--- src/rtl/eae_seq_pkg.sv ---
package eae_seq_pkg;

    typedef enum logic [2:0] {
        OP_LONG_L     = 3'd0,
        OP_LONG_R     = 3'd1,
        OP_LONG_L_SGN = 3'd2,
        OP_LONG_R_SGN = 3'd3,
        OP_AC_L       = 3'd4,
        OP_NRM        = 3'd5,
        OP_NRM_SGN    = 3'd6,
        OP_RSV        = 3'd7
    } shift_op_e;

    typedef enum logic [1:0] {
        RT_LONG_LEFT  = 2'd0,
        RT_LONG_RIGHT = 2'd1,
        RT_AC_LEFT    = 2'd2
    } route_e;

    function automatic logic op_is_norm(shift_op_e op);
        return (op == OP_NRM) || (op == OP_NRM_SGN);
    endfunction

    function automatic logic op_is_signed(shift_op_e op);
        return (op == OP_LONG_L_SGN) || (op == OP_LONG_R_SGN) || (op == OP_NRM_SGN);
    endfunction

    function automatic route_e op_route(shift_op_e op);
        route_e r;
        case (op)
            OP_LONG_R, OP_LONG_R_SGN: r = RT_LONG_RIGHT;
            OP_AC_L:                  r = RT_AC_LEFT;
            default:                  r = RT_LONG_LEFT;
        endcase
        return r;
    endfunction

endpackage

--- src/rtl/eae_shift_net.sv ---
module eae_shift_net
    import eae_seq_pkg::*;
#(
    parameter int AW = 18,
    parameter int MW = 18
) (
    input  route_e          route,
    input  logic            link,
    input  logic [AW-1:0]   ac,
    input  logic [MW-1:0]   mq,
    output logic [AW-1:0]   ac_nx,
    output logic [MW-1:0]   mq_nx
);
    localparam int AC_TOP = AW - 1;
    localparam int MQ_TOP = MW - 1;

    // one place of movement; index [TOP] is the most significant (bit 0 in register terms)
    always_comb begin
        case (route)
            RT_LONG_RIGHT: begin
                ac_nx = {link, ac[AC_TOP:1]};
                mq_nx = {ac[0], mq[MQ_TOP:1]};
            end
            RT_AC_LEFT: begin
                ac_nx = {ac[AC_TOP-1:0], link};
                mq_nx = mq;
            end
            default: begin
                ac_nx = {ac[AC_TOP-1:0], mq[MQ_TOP]};
                mq_nx = {mq[MQ_TOP-1:0], link};
            end
        endcase
    end
endmodule

--- src/rtl/eae_norm_detect.sv ---
module eae_norm_detect #(
    parameter int AW = 18
) (
    input  logic [AW-1:0] ac,
    output logic          normalized
);
    localparam int SIGN_BIT = AW - 1;
    localparam int NEXT_BIT = AW - 2;

    generate
        if (AW >= 2) begin : g_pair
            assign normalized = ac[SIGN_BIT] ^ ac[NEXT_BIT];
        end else begin : g_single
            assign normalized = 1'b1;
        end
    endgenerate
endmodule

--- src/rtl/eae_sc_unit.sv ---
module eae_sc_unit #(
    parameter int SCW = 6
) (
    input  logic [SCW-1:0] sc,
    input  logic [SCW-1:0] count,
    input  logic           norm_mode,
    output logic [SCW-1:0] load_val,
    output logic [SCW-1:0] sc_inc,
    output logic           at_zero,
    output logic           at_full
);
    localparam logic [SCW-1:0] ONE  = SCW'(1);
    localparam logic [SCW-1:0] FULL = {SCW{1'b1}};

    // plain shifts start at -n and end on zero; normalize starts at ~n and ends on all-ones
    assign load_val = norm_mode ? ~count : (~count + ONE);
    assign sc_inc   = sc + ONE;
    assign at_zero  = (sc == '0);
    assign at_full  = (sc == FULL);
endmodule

--- src/rtl/eae_shift_seq.sv ---
module eae_shift_seq
    import eae_seq_pkg::*;
#(
    parameter int AW  = 18,
    parameter int MW  = 18,
    parameter int SCW = 6
) (
    input  logic            clk,
    input  logic            rst_n,
    input  logic            start,
    input  logic [2:0]      op,
    input  logic [SCW-1:0]  count,
    input  logic            link_in,
    input  logic [AW-1:0]   ac_in,
    input  logic [MW-1:0]   mq_in,
    input  logic            irq_req,
    output logic            link_out,
    output logic [AW-1:0]   ac_out,
    output logic [MW-1:0]   mq_out,
    output logic [SCW-1:0]  sc_out,
    output logic            busy,
    output logic            irq_grant
);
    localparam int AC_SIGN = AW - 1;

    typedef struct packed {
        logic            busy;
        shift_op_e       op;
        logic            link;
        logic [AW-1:0]   ac;
        logic [MW-1:0]   mq;
        logic [SCW-1:0]  sc;
    } seq_state_t;

    seq_state_t state_d, state_q;

    shift_op_e      op_req;
    shift_op_e      op_cur;
    logic           accept;
    logic [AW-1:0]  ac_step;
    logic [MW-1:0]  mq_step;
    logic           ac_normalized;
    logic [SCW-1:0] sc_load;
    logic [SCW-1:0] sc_next;
    logic           sc_zero;
    logic           sc_full;

    assign op_req = shift_op_e'(op);
    assign op_cur = state_q.op;
    assign accept = start && !state_q.busy && (op_req != OP_RSV);

    eae_shift_net #(.AW(AW), .MW(MW)) u_net (
        .route (op_route(state_q.op)),
        .link  (state_q.link),
        .ac    (state_q.ac),
        .mq    (state_q.mq),
        .ac_nx (ac_step),
        .mq_nx (mq_step)
    );

    eae_norm_detect #(.AW(AW)) u_norm (
        .ac         (state_q.ac),
        .normalized (ac_normalized)
    );

    eae_sc_unit #(.SCW(SCW)) u_sc (
        .sc        (state_q.sc),
        .count     (count),
        .norm_mode (op_is_norm(op_req)),
        .load_val  (sc_load),
        .sc_inc    (sc_next),
        .at_zero   (sc_zero),
        .at_full   (sc_full)
    );

    always_comb begin
        state_d = state_q;
        if (accept) begin
            state_d.busy = 1'b1;
            state_d.op   = op_req;
            state_d.link = op_is_signed(op_req) ? ac_in[AC_SIGN] : link_in;
            state_d.ac   = ac_in;
            state_d.mq   = mq_in;
            state_d.sc   = sc_load;
        end else if (state_q.busy) begin
            if (op_is_norm(state_q.op)) begin
                if (sc_full) begin
                    state_d.busy = 1'b0;
                end else if (ac_normalized) begin
                    state_d.sc   = sc_next;
                    state_d.busy = 1'b0;
                end else begin
                    state_d.ac = ac_step;
                    state_d.mq = mq_step;
                    state_d.sc = sc_next;
                end
            end else begin
                if (sc_zero) begin
                    state_d.busy = 1'b0;
                end else begin
                    state_d.ac = ac_step;
                    state_d.mq = mq_step;
                    state_d.sc = sc_next;
                end
            end
        end
    end

    always_ff @(posedge clk or negedge rst_n) begin
        if (!rst_n) begin
            state_q <= '{busy: 1'b0, op: OP_LONG_L, link: 1'b0, ac: '0, mq: '0, sc: '0};
        end else begin
            state_q <= state_d;
        end
    end

    assign link_out  = state_q.link;
    assign ac_out    = state_q.ac;
    assign mq_out    = state_q.mq;
    assign sc_out    = state_q.sc;
    assign busy      = state_q.busy;
    assign irq_grant = irq_req && !state_q.busy && !accept;

endmodule

--- config.mk ---
export PLATFORM = sky130hd
export DESIGN_NAME = eae_shift_seq
export DESIGN_NICKNAME = d
export VERILOG_FILES = /design/src/rtl/eae_seq_pkg.sv /design/src/rtl/eae_shift_net.sv /design/src/rtl/eae_norm_detect.sv /design/src/rtl/eae_sc_unit.sv /design/src/rtl/eae_shift_seq.sv
export SDC_FILE = /design/constraint.sdc
export NUM_CORES = 1
export LEC_CHECK = 0
export CAP_MARGIN = 20
export CORE_MARGIN = 3
export CORE_UTILIZATION = 35
export CTS_CLUSTER_DIAMETER = 50
export DETAILED_ROUTE_END_ITERATION = 16
export DONT_BUFFER_PORTS = 1
export GPL_TIMING_DRIVEN = 0
export MAX_ROUTING_LAYER = met4
export PLACE_DENSITY = 0.59
export SYNTH_ARGS = -nofsm -noshare
export SYNTH_HDL_FRONTEND = slang
export SYNTH_SLANG_ARGS = --single-unit
--- constraint.sdc ---
create_clock -name clk -period 6.9 [get_ports clk]
set_input_delay 0.69 -clock clk [delete_from_list [all_inputs] [get_ports clk]]
set_output_delay 0.69 -clock clk [all_outputs]
set_load 0.01 [all_outputs]
==> flow_summary.ini, run 1 <==
[routing]
wl_um = 7533
vias = 2281
detail-route-antenna-nets = 0
vias_per_cell = 5.646
first_iter_violations = 59
drt_first_pass_iters = 4
drc = 0
wl_per_cell_um = 18.65

[run]
max_cap_violations = 0

[logic_synthesis]
synth_edf_count = 0
synthArstFlopShare_pct = 100.0
synthTopCellsByArea = dfrtp_1 (40%), mux2_2 (10%), mux2i_1 (6.8%)
ys.flop_type = dfrtp_1
yosysWarnings = 0
syn_nets = 348
synthTopCellsByCount = dfrtp_1 (47), nor2_1 (40), nand2_1 (27)
synth_area_leader_cell = dfrtp_1
ys_seq_elements = 47
ys_types = 45
synth_area_um2 = 2930
yosysSeqAreaShare_pct = 40.14
syn_avg_cell_area_um2 = 10.00
synth_most_common_cell = dfrtp_1
yosysTopAreaCellShare_pct = 40.14
synth_cells = 293

[timing]
tns_ns = 0
fin_skew_ns = 0.008357
fmax_ghz = 0.3679
tightestPinTransition_ns = 0.6959
slew_headroom_pct = 53.60
rsz0062_at_grt = false
finalHoldViolCount = 0
setup_ws_ns = 4.182
setup_viol = 0
fin_crit_sh_pct = 39.39
finalCriticalPeriod_ns = 2.718
whs_ns = 0.07067
maxSlewViolCount = 0

[power]
ir_drop_v = 0.0002134
powerDensity_nw_per_um2 = 553.5
p_leak_nw = 1.327

[place]
port_buffers = 0
gp_congestion = 0.8492
pre_cts_ws_ns = 4.087
numPlacedInstances = 395
hpwl_um = 5505

[clock_network]
htreeDepth = 2
clk_pin_slew_ns = 0.09
cts_resized = 0
post_cts_buffers = 0
cts_sinks = 47
cts_tree = built
cts_max_path_buffers = 2
clk_latency_ns = 0.31
cts.root.buffer_cell = clkbuf_8
postCtsHoldBufs = 0
cts_inserted_buffers = 5

[critical_path]
worstPathRequired_ns = 6.21
cp-start-kind = primary input
critPathCaptureType = primary output
cp_max_fo = 10
criticalPathCategory = in2out
cp_data_arrival_time_ns = 2.03

[global_route]
overflow = 0
grt_pass1_wl_um = 12230
antenna_found_initial = 0
grt_max_degree = 48
grt_pass1_vias = 2367
track_usage_pct = 16.05

[die]
core_area_um2 = 7928
start_util_pct = 36.96
die_w_um = 97.50
io_pins = 95
dieHeight_um = 97.50
row_count = 32
design.die.area_um2 = 9506

[min_path]
hold_class = in2async

[final_layout]
diodes = 0
nNetsFinal = 356
final_cells = 404
area_growth_pct = 7.515
post_route_cells_drive_above_1_share_pct = 18.87

[run_status]
status = finished, final reports clean
==> flip-flops by register name, summed over array words and instances, names as in the netlist <==
name / count
mq_out: 18
link_out: 1
ac_out: 18
busy: 1
op_cur: 3
sc_out: 6
==> where the power goes <==
part           total (W)  internal [W]  switching [W]
clock network   0.000170     0.0000711      0.0000993
logic           0.000923      0.000498       0.000426
registers       0.000650      0.000415       0.000235
total            0.00174      0.000984       0.000760
==> cell usage in the layout, fill, tap and decap left out, drive strengths merged, types with 3 or more instances in the layout <==
master and n:
and3 3, a311oi 3, a211oi 5, dfrtp 47, xnor2 5, mux2i 20, buf 9, clkbuf 17
xor2 4, nor2 40, mux2 36, nand2 27, inv 8, a21oi 8, a221oi 18, o21ai 22
ha 5
==> critical path: stages <==
cell	delay, ns
clkbuf_1	0.24
a31o_2	0.20
buf_2	0.22
clkbuf_1	0.39
and3_1	0.28
==> cell type report <==
type                       instances  area, um2
buffer                            19      100.1
clock buffer                       6      72.57
clock inverter                     2      12.51
fill                             815       4777
inverter                           8      30.03
multi-input combinational        219       1624
sequential                        47       1176
tap                              102      127.6
timing repair buffer               1      7.507
==> path summary, 6_finish.rpt <==
| path | startpoint | end | slack (ns) | depth (start not counted) |
|---|---|---|---|---|
| min in group clk | op[0] | op_cur[0]$_DFFE_PN0P_ | 0.54 | 1 |
| max reg2reg | sc_out[0]$_DFFE_PN0P_ | mq_out[9]$_DFFE_PN0P_ | 4.34 | 8 |
| max in group asynchronous | rst_n | sc_out[5]$_DFFE_PN0P_ | 6.72 | 0 |
| max | op[2] | irq_grant | 4.18 | 5 |
| min reg2reg | op_cur[1]$_DFFE_PN0P_ | op_cur[1]$_DFFE_PN0P_ | 0.57 | 1 |
| min | rst_n | mq_out[13]$_DFFE_PN0P_ | 0.07 | 0 |
==> through the flow <==
stage               total power (W)  area [um2]  utilization, %
floorplan                  0.001381        2930               -
global placement           0.001556        3058           38.57
detailed placement         0.001578        3058           38.57
CTS                        0.001753        3143           39.65
global route               0.001885        3151           39.74
finish                     0.001744        3151           39.74
==> per-layer routing <==
metal | wire length, um | global-route usage (%) | part of all wire, %
met1 | 3468 | 20.81 | 46
met2 | 3394 | 24.25 | 45
met3 | 628 | 5.743 | 8.3
met4 | 41 | 3.408 | 0.54
met5 | 0 | - | 0
==> cell families (layout without fill, tap and decap cells) <==
logic type / Yosys count / after routing / share of synthesized area (%)
buffers and inverters: 27 / 36 / 4.441
multiplexers: 56 / 56 / 21.95
adder cells (fa/ha/maj): 5 / 5 / 2.135
AND/OR/NAND/NOR: 83 / 83 / 12.30
AO/OA/AOI/OAI: 66 / 66 / 16.35
XOR/XNOR: 9 / 9 / 2.690
flip-flops: 47 / 47 / 40.14
Power figures use the tool's default switching activity.
==> inputs of run 2 (changes only) <==
--- a/config.mk
+++ b/config.mk
@@ -13,7 +13,7 @@
 export DONT_BUFFER_PORTS = 1
 export GPL_TIMING_DRIVEN = 0
 export MAX_ROUTING_LAYER = met4
-export PLACE_DENSITY = 0.59
+export PLACE_DENSITY = 0.61
 export SYNTH_ARGS = -nofsm -noshare
 export SYNTH_HDL_FRONTEND = slang
 export SYNTH_SLANG_ARGS = --single-unit
==> constraint.sdc (replaced) <==
create_clock -name clk -period 2.2 [get_ports clk]
set_input_delay 0.22 -clock clk [delete_from_list [all_inputs] [get_ports clk]]
set_output_delay 0.22 -clock clk [all_outputs]
set_load 0.01 [all_outputs]
==> run 2 against run 1 <==
Net effect: the flow now finishes with violations (negative setup slack); first-iteration DRC count is 27% higher; combinational power rose to 3.6 times the previous value; core utilization increased by 3.0 points; register-to-register slack got worse by 4.4 ns.
==> flow_summary.ini, run 2 (synthesis results as in run 1) <==
[routing]
drc = 0
wl_per_cell_um = 18.83
vias_per_cell = 5.702
detail-route-antenna-nets = 0
drt_first_pass_iters = 4
first_iter_violations = 75
vias = 2338
wl_um = 7719

[timing]
finalHoldViolCount = 0
slew_headroom_pct = 60.80
rsz0062_at_grt = true
maxSlewViolCount = 0
setup_ws_ns = -0.09853
fmax_ghz = 0.4351
fin_crit_sh_pct = 104.5
tightestPinTransition_ns = 0.5880
finalCriticalPeriod_ns = 2.299
setup_viol = 36
fin_skew_ns = 0.01155

[critical_path]
critPathCaptureType = flip-flop
crit_start = sc_out[0]$_DFFE_PN0P_
rr_startpoint = sc_out[0]$_DFFE_PN0P_
cp-start-kind = flip-flop
cp_max_fo = 8
criticalPathCategory = reg2reg
worstPathRequired_ns = 2.38
cp_data_arrival_time_ns = 2.48

[die]
die_w_um = 97.50
row_count = 32
start_util_pct = 36.96
io_pins = 95
dieHeight_um = 97.50
design.die.area_um2 = 9506
core_area_um2 = 7928

[clock_network]
cts.root.buffer_cell = clkbuf_8
cts_sinks = 47
htreeDepth = 2
clk_latency_ns = 0.30
clk_pin_slew_ns = 0.09
cts_max_path_buffers = 2
cts_tree = built
cts_inserted_buffers = 5

[final_layout]
post_route_cells_drive_above_1_share_pct = 26.06
multi_input_area_um2 = 1730
regArea_um2 = 1180
fin_util_pct = 42.79
area_growth_pct = 15.76
num-fill-cells = 754
layout_commonest_cell = dfrtp_1
nNetsFinal = 362
final_cell_mix = dfrtp_1 (44), nor2_1 (40), nand2_1 (27)
final_cells = 410

[global_route]
grt_pass1_wl_um = 12510
grt_max_degree = 48
overflow = 0
antenna_found_initial = 1
track_usage_pct = 16.31
grt_pass1_vias = 2434

[run_status]
status = finished, violations left
violations = negative setup slack

[place]
port_buffers = 0
gp_congestion = 0.8241
hpwl_um = 5502
numPlacedInstances = 395

[power]
ir_drop_v = 0.0006891
p_leak_nw = 1.425
powerDensity_nw_per_um2 = 1786

[min_path]
hold_class = in2reg
hold_path.startpoint = op[0]

[run]
max_cap_violations = 0
-- run 2: timing repair --
action	4_1_cts	5_1_grt
pin swaps	2	1
resized for setup	18	16
endpoints found under the setup margin	43	40
setup buffers	5	1
endpoints found under the hold margin	47	0
gates cloned	1	0
hold buffers	2	0
-- run 2: cell type report --
type                       count  area share [%]
antenna                        1         0.07377
multi-input combinational    219           51.01
inverter                       8          0.8853
buffer                        17           2.988
clock buffer                   5           2.029
timing repair buffer           9           3.357
tap                          102           3.762
sequential                    47           34.78
clock inverter                 2           1.107
-- run 2: metrics by stage --
stage / setup WS, ns / power [W] / hold slack [ns] / TNS, ns / area [um2]
4_1_cts: -0.08803 / 0.005945 / 0.06365 / -2.473 / 3319
6_report: -0.09853 / 0.006058 / 0.07040 / -2.026 / 3392
2_1_floorplan: -0.07375 / 0.004339 / -0.07559 / -0.7375 / 2932
5_1_grt: -0.1593 / 0.006519 / 0.06666 / -4.308 / 3392
3_5_place_dp: -0.3558 / 0.004959 / -0.07446 / -9.371 / 3059
3_3_place_gp: -0.3480 / 0.004874 / -0.07413 / -9.266 / 3059
-- run 2: path summary, 6_finish.rpt --
check                      cells past startpoint                     end  slack, ns
setup / recovery                               8   mq_out[0]$_DFFE_PN0P_       -0.1
hold / removal                                 1   op_cur[0]$_DFFE_PN0P_       0.07
setup reg to reg                               8   mq_out[0]$_DFFE_PN0P_       -0.1
hold reg to reg                                1   op_cur[1]$_DFFE_PN0P_       0.56
max in group asynchronous                      2   sc_out[0]$_DFFE_PN0P_       1.49
min in group asynchronous                      2  mq_out[15]$_DFFE_PN0P_       0.46
-- run 2: power by group --
part	total, W	internal (W)	switching [W]
registers	0.00208	0.00131	0.000773
logic	0.00334	0.00187	0.00147
clock network	0.000636	0.000333	0.000303
total	0.00606	0.00351	0.00254
-- run 2: worst max-delay path, cell delays in order (launching register included) --
cell and delay [ns]:
dfrtp_2 0.47, inv_2 0.07, ha_1 0.12, or4b_4 0.47, a211oi_4 0.23, a311oi_4 0.07
a21oi_4 0.25, buf_12 0.17, mux2_2 0.33
-- run 2: per-layer routing --
layer	share of wire [%]	routed length, um	vias to the layer above	GRT usage (%)
met2	45	3474	98	24.99
met3	8.2	635	8	5.671
met4	0.96	74	0	3.195
li1	-	-	1100	-
met1	46	3534	1132	21.08
met5	0	0	-	-
